$ cat src/rtl/romsel_pkg.sv
package romsel_pkg;
    localparam int BYTE_W = 8;

    typedef struct packed {
        logic [BYTE_W-1:0] index;
        logic [BYTE_W-1:0] ctrl;
    } cfg_state_t;
endpackage

$ cat src/rtl/romsel_cfg_regs.sv
module romsel_cfg_regs
    import romsel_pkg::*;
#(
    parameter int             IO_ADDR_W = 16,
    parameter logic [15:0]    CFG_PORT  = 16'h0022,
    parameter logic [7:0]     CTRL_IDX  = 8'hB3
) (
    input  logic                 clk,
    input  logic                 rst_n,
    input  logic [IO_ADDR_W-1:0] io_addr,
    input  logic                 io_rd,
    input  logic                 io_wr,
    input  logic                 word,
    input  logic [15:0]          wdata,
    output logic [BYTE_W-1:0]    ctrl,
    output logic                 cfg_hit,
    output logic [BYTE_W-1:0]    cfg_rdata
);
    localparam logic [IO_ADDR_W-1:0] IDX_PORT = IO_ADDR_W'(CFG_PORT);
    localparam logic [IO_ADDR_W-1:0] DAT_PORT = IO_ADDR_W'(CFG_PORT + 16'd1);

    cfg_state_t st_d, st_q;
    logic       at_idx, at_dat;

    assign at_idx = (io_addr == IDX_PORT);
    assign at_dat = (io_addr == DAT_PORT);

    always_comb begin
        st_d = st_q;
        if (io_wr && at_idx) begin
            st_d.index = wdata[7:0];
            if (word && (wdata[7:0] == CTRL_IDX)) begin
                st_d.ctrl = wdata[15:8];
            end
        end else if (io_wr && at_dat) begin
            if (st_q.index == CTRL_IDX) begin
                st_d.ctrl = wdata[7:0];
            end
        end
    end

    always_ff @(posedge clk) begin
        if (!rst_n) begin
            st_q <= '0;
        end else begin
            st_q <= st_d;
        end
    end

    assign ctrl    = st_q.ctrl;
    assign cfg_hit = io_rd && (at_idx || at_dat);

    always_comb begin
        cfg_rdata = '0;
        if (at_idx) begin
            cfg_rdata = st_q.index;
        end else if (at_dat && (st_q.index == CTRL_IDX)) begin
            cfg_rdata = st_q.ctrl;
        end
    end

    // word write to the index port loads the index from the low byte
    a_r5_word_index: assert property (@(posedge clk) disable iff (!rst_n)
        (io_wr && at_idx && word) |=> (st_q.index == $past(wdata[7:0])));

    // byte write to the index port loads the index
    a_r6_byte_index: assert property (@(posedge clk) disable iff (!rst_n)
        (io_wr && at_idx && !word) |=> (st_q.index == $past(wdata[7:0])));

    // a data write aimed at an unimplemented index leaves the control byte alone
    a_r7_unimpl_write: assert property (@(posedge clk) disable iff (!rst_n)
        (io_wr && at_dat && (st_q.index != CTRL_IDX)) |=> $stable(st_q.ctrl));
endmodule

$ cat src/rtl/romsel_decode.sv
module romsel_decode #(
    parameter int HI_W = 8
) (
    input  logic            clk,
    input  logic            rst_n,
    input  logic [HI_W-1:0] addr_hi,
    input  logic            mem_rd_n,
    input  logic            mem_wr_n,
    input  logic            decode_only,
    output logic            rom_cs_n
);
    logic in_win;
    logic strobe;

    assign in_win = (addr_hi == '1);
    assign strobe = !mem_rd_n || !mem_wr_n;

    always_comb begin
        rom_cs_n = 1'b1;
        if (in_win && (decode_only || strobe)) begin
            rom_cs_n = 1'b0;
        end
    end

    // no select outside the window
    a_r2_outside_window: assert property (@(posedge clk) disable iff (!rst_n)
        (addr_hi != '1) |-> rom_cs_n);

    // gated mode needs a memory strobe
    a_r3_gated_needs_strobe: assert property (@(posedge clk) disable iff (!rst_n)
        (!decode_only && mem_rd_n && mem_wr_n) |-> rom_cs_n);
endmodule

$ cat src/rtl/romsel_steer.sv
module romsel_steer
    import romsel_pkg::*;
(
    input  logic              clk,
    input  logic              rst_n,
    input  logic              rd_active,
    input  logic              wide,
    input  logic              odd,
    input  logic              cfg_hit,
    input  logic [BYTE_W-1:0] cfg_rdata,
    input  logic [15:0]       bus_rdata,
    output logic [15:0]       cpu_rdata
);
    logic [BYTE_W-1:0] lo_b, hi_b;

    assign lo_b = bus_rdata[7:0];
    assign hi_b = bus_rdata[15:8];

    always_comb begin
        cpu_rdata = '0;
        if (rd_active) begin
            if (cfg_hit) begin
                cpu_rdata = {8'h00, cfg_rdata};
            end else if (wide) begin
                cpu_rdata = odd ? {hi_b, hi_b} : bus_rdata;
            end else begin
                cpu_rdata = {lo_b, lo_b};
            end
        end
    end

    // byte-wide reads present one byte on both lanes
    a_r10_narrow_dup: assert property (@(posedge clk) disable iff (!rst_n)
        (rd_active && !cfg_hit && !wide) |-> (cpu_rdata[15:8] == cpu_rdata[7:0]));

    // nothing is returned without a read strobe
    a_r11_idle_zero: assert property (@(posedge clk) disable iff (!rst_n)
        !rd_active |-> (cpu_rdata == 16'h0000));
endmodule

$ cat src/rtl/romsel_bus_sizer.sv
module romsel_bus_sizer
    import romsel_pkg::*;
#(
    parameter int          ADDR_W    = 24,
    parameter int          WIN_LOG2  = 16,
    parameter int          IO_ADDR_W = 16,
    parameter logic [15:0] CFG_PORT  = 16'h0022,
    parameter logic [7:0]  CTRL_IDX  = 8'hB3,
    parameter int          DEC_BIT   = 2
) (
    input  logic              clk,
    input  logic              rst_n,
    input  logic [ADDR_W-1:0] addr,
    input  logic              mem_rd_n,
    input  logic              mem_wr_n,
    input  logic              io_rd_n,
    input  logic              io_wr_n,
    input  logic              cpu_word,
    input  logic [15:0]       cpu_wdata,
    input  logic              msize16_n,
    input  logic              iosize16_n,
    input  logic [15:0]       bus_rdata,
    output logic              rom_cs_n,
    output logic              cycle_wide,
    output logic [15:0]       cpu_rdata
);
    localparam int HI_W = ADDR_W - WIN_LOG2;

    logic [BYTE_W-1:0] ctrl;
    logic              cfg_hit;
    logic [BYTE_W-1:0] cfg_rdata;

    assign cycle_wide = !(msize16_n && iosize16_n);

    romsel_cfg_regs #(
        .IO_ADDR_W (IO_ADDR_W),
        .CFG_PORT  (CFG_PORT),
        .CTRL_IDX  (CTRL_IDX)
    ) u_cfg (
        .clk       (clk),
        .rst_n     (rst_n),
        .io_addr   (addr[IO_ADDR_W-1:0]),
        .io_rd     (!io_rd_n),
        .io_wr     (!io_wr_n),
        .word      (cpu_word),
        .wdata     (cpu_wdata),
        .ctrl      (ctrl),
        .cfg_hit   (cfg_hit),
        .cfg_rdata (cfg_rdata)
    );

    romsel_decode #(
        .HI_W (HI_W)
    ) u_dec (
        .clk         (clk),
        .rst_n       (rst_n),
        .addr_hi     (addr[ADDR_W-1:WIN_LOG2]),
        .mem_rd_n    (mem_rd_n),
        .mem_wr_n    (mem_wr_n),
        .decode_only (ctrl[DEC_BIT]),
        .rom_cs_n    (rom_cs_n)
    );

    romsel_steer u_steer (
        .clk       (clk),
        .rst_n     (rst_n),
        .rd_active (!mem_rd_n || !io_rd_n),
        .wide      (cycle_wide),
        .odd       (addr[0]),
        .cfg_hit   (cfg_hit),
        .cfg_rdata (cfg_rdata),
        .bus_rdata (bus_rdata),
        .cpu_rdata (cpu_rdata)
    );

    // decode mode selects the window without any strobe
    a_r4_decode_mode: assert property (@(posedge clk) disable iff (!rst_n)
        (ctrl[DEC_BIT] && (addr[ADDR_W-1:WIN_LOG2] == '1)) |-> !rom_cs_n);
endmodule

$ cat config.mk
export PLATFORM = sky130hd
export DESIGN_NAME = romsel_bus_sizer
export DESIGN_NICKNAME = d
export VERILOG_FILES = /design/src/rtl/romsel_pkg.sv /design/src/rtl/romsel_cfg_regs.sv /design/src/rtl/romsel_decode.sv /design/src/rtl/romsel_steer.sv /design/src/rtl/romsel_bus_sizer.sv
export SDC_FILE = /design/constraint.sdc
export NUM_CORES = 1
export LEC_CHECK = 0
export BUFFER_PORTS_ARGS = -buffer_cell sky130_fd_sc_hd__buf_2
export CAP_MARGIN = 25
export CORE_UTILIZATION = 43
export CTS_CLUSTER_SIZE = 30
export DETAILED_ROUTE_END_ITERATION = 8
export PLACE_DENSITY = 0.83
export SLEW_MARGIN = 20
export SYNTH_ARGS = -nofsm -noshare
export SYNTH_HDL_FRONTEND = slang
export SYNTH_SLANG_ARGS = --single-unit
$ cat constraint.sdc
create_clock -name clk -period 1.8 [get_ports clk]
set_input_delay 0 -clock clk [delete_from_list [all_inputs] [get_ports clk]]
set_output_delay 0 -clock clk [all_outputs]
set_load 0.05 [all_outputs]
==> reports/metrics.cfg <==
[floorplanning]
die-area_mm2 = 0.00346
die_x_um = 58.8
chipHeight_um = 58.8
start_util_pct = 45.5
pin_count = 83
coreArea_mm2 = 0.00305
fp-row-count = 20

[grt]
grt_max_degree = 33
antenna_found_initial = 0
grt_pass1_wl_um = 6170
grt_use_total_pct = 23.3
grt.overflow.total = 0
grt_pass1_vias = 1417

[timing]
maxSlewViolCount = 0
hold_viol_final = 0
setup_viol = 0
fmax_mhz = 560
finClkSkew_ps = 4.45
rsz0062_at_grt = true
worst_slew_pin_slew_ps = 507
relSlewSlack_pct = 66.1
layout_min_cycle_time_ps = 1790
fin_crit_sh_pct = 99.2
holdWs_ps = 15.0

[logic_synthesis]
ys_ff_latch = 16
syn_nets = 223
avgSynthCellArea_um2 = 8.78
ys_warn_count = 0
synth-seq-area-share_pct = 23.1
syn_inst = 158
yosysUniqueCellTypes = 30
synth.cell_area_mm2 = 0.00139

[clock_network]
worstSkewPairLatency_ps = 290
cts_tree = built
cts_buffers = 3
clockRootBuffer = clkbuf_4
cts_max_path_buffers = 2
clkTransAtPathRegs_ps = 90
clock-sinks = 16
htreeDepth = 1

[hold_path]
whs_endpoint = u_cfg.ctrl[6]$_SDFFE_PN0P_
min_path_type = in -> reg
hold_path_depth = 3
hold_start = cpu_wdata[14]

[run]
maxCapViolCount = 0

[route]
routedWlPerCell_um = 13.5
drt_first_pass_iters = 4
antenna_left = 0
initialDrtViolationCount = 50
drt-total-wl_um = 4010
vias = 1548
post-route-drc-count = 0
viasPerCell = 5.21

[layout]
final_nets = 319
layout_common_cells = buf_2, mux2i_1, nand2_1, dlygate4sd3_1, dfxtp_1
antennaDiodeCount = 0
post-route-util_pct = 73.1
n_fill_cell = 235
final_common_cell = buf_2
drive_gt1_share_pct = 53.8
area_delta_synth_final_pct = 60.8
register_area_um2 = 328
multiInputGateArea_mm2 = 0.00117

[setup_path]
critPathLaunchType = flop
cp-end-kind = primary output
crit_fanout = 6
timing.rr.end = u_cfg.ctrl[2]$_SDFFE_PN0P_
criticalPathCategory = reg -> out
r2r_cells = 6
rr_startpoint = u_cfg.st_q[11]$_SDFFE_PN0P_
crit_arrival_ps = 1790
r2r_setup_slack_ps = 290
required_ps = 1800

[place]
gp_congestion = 0.719
hpwl_um = 2890
numPortBuffers = 82

[pwr]
leakage_nw = 0.985
vdd_drop_max_uv = 404
power_density_mw_per_mm2 = 454

[run_status]
outcome = completed

## critical path, cell delays in order, from the launching register on
cell and delay [ps]:
dfxtp_2 330, nand4bb_4 220, nor4_4 180, buf_6 180, a2111oi_4 80, a211oi_2 290
buf_6 210
## stage by stage
step	TNS [ps]	std cells	power [mW]	instance area (um2)	setup slack, ps
CTS	0	297	1.02	2170	0.721
finish	0	297	1.01	2230	14.5
detailed placement	0	279	0.736	1930	171
global placement	0	279	0.731	1930	197
global route	-47.1	297	1.06	2230	-38.9
floorplan	0	158	0.607	1470	4.09
## Yosys cell counts
| cell | instances | area share, % |
|---|---|---|
| nor2b_1 | 8 | 3.6 |
| nor3_4 | 1 | 1.2 |
| o211ai_4 | 1 | 1.5 |
| nor3b_2 | 1 | 0.90 |
| or2_2 | 1 | 0.45 |
| nor2_1 | 2 | 0.54 |
| nor3_1 | 8 | 2.9 |
| nor4bb_1 | 2 | 1.4 |
| nand4_1 | 2 | 0.90 |
| and4_2 | 1 | 0.72 |
| mux2i_1 | 32 | 23 |
| o211ai_1 | 8 | 4.3 |
| nand4b_1 | 1 | 0.63 |
| a21oi_1 | 1 | 0.36 |
| nor4_4 | 3 | 4.6 |
| inv_1 | 1 | 0.27 |
| and2_1 | 1 | 0.45 |
| a2111oi_0 | 8 | 5.0 |
| dfxtp_1 | 16 | 23 |
| a211oi_1 | 7 | 3.8 |
| nand4bb_1 | 1 | 0.81 |
| nand4_4 | 1 | 1.5 |
| clkbuf_1 | 8 | 2.2 |
| clkbuf_2 | 1 | 0.36 |
| nand2_1 | 28 | 7.6 |
| nor4b_4 | 1 | 1.7 |
| o21ai_0 | 1 | 0.36 |
| buf_4 | 2 | 1.1 |
| nand2b_1 | 9 | 4.1 |
| a21boi_0 | 1 | 0.54 |
## flip-flops by register name, summed over array words and instances, names as in the netlist
signal and flops:
u_cfg.st_q 8, u_cfg.ctrl 8
## area by class of cell
| class | count | share of cell area (%) |
|---|---|---|
| multi-input combinational | 130 | 52.6 |
| timing repair buffer | 102 | 28.4 |
| sequential | 16 | 14.7 |
| tap | 44 | 2.47 |
| clock buffer | 4 | 1.63 |
| inverter | 1 | 0.168 |
## routing by layer
metal  part of all wire [%]  vias up  GRT usage, %
li1                       -      782             -
met1                     44      702          28.8
met2                     49       59          40.7
met3                    5.4        5          2.64
met4                    1.4        0          9.52
met5                      0        -             0
## power breakdown
| group | switching (mW) | internal [mW] | total, mW |
|---|---|---|---|
| combinational | 0.251 | 0.169 | 0.420 |
| sequential | 0.00000147 | 0.353 | 0.353 |
| clock | 0.116 | 0.123 | 0.239 |
| total | 0.367 | 0.646 | 1.01 |
## worst max path at each step
stage | cells after the start | slack [ps] | startpoint | end
after CTS | 6 | 0.7 | u_cfg.st_q[14]$_SDFFE_PN0P_ | cpu_rdata[6]
after global placement | 6 | 200 | addr[10] | cpu_rdata[6]
after detailed placement | 5 | 170 | u_cfg.st_q[14]$_SDFFE_PN0P_ | cpu_rdata[6]
final | 6 | 10 | u_cfg.st_q[14]$_SDFFE_PN0P_ | cpu_rdata[5]
after global routing | 6 | -40 | u_cfg.st_q[14]$_SDFFE_PN0P_ | cpu_rdata[5]
after floorplan | 4 | 4 | u_cfg.st_q[14]$_SDFFE_PN0P_ | cpu_rdata[0]
## repair_timing
action | in CTS | in global routing
pin swaps | 6 | 2
hold buffers | 12 | 0
hold endpoints to repair | 12 | 0
gates cloned | 0 | 0
resized for setup | 23 | 16
setup endpoints to repair | 8 | 8
setup buffers | 2 | 0
## logic make-up (layout without fill, tap and decap cells)
group,after synthesis,count (layout),share of synthesized area [%]
flip-flops,16,16,23.1
AND/OR/NAND/NOR,71,71,34.0
buffers and inverters,12,107,3.88
AO/OA/AOI/OAI,27,27,16.0
multiplexers,32,32,23.1
(Power assumes the default switching activity.)
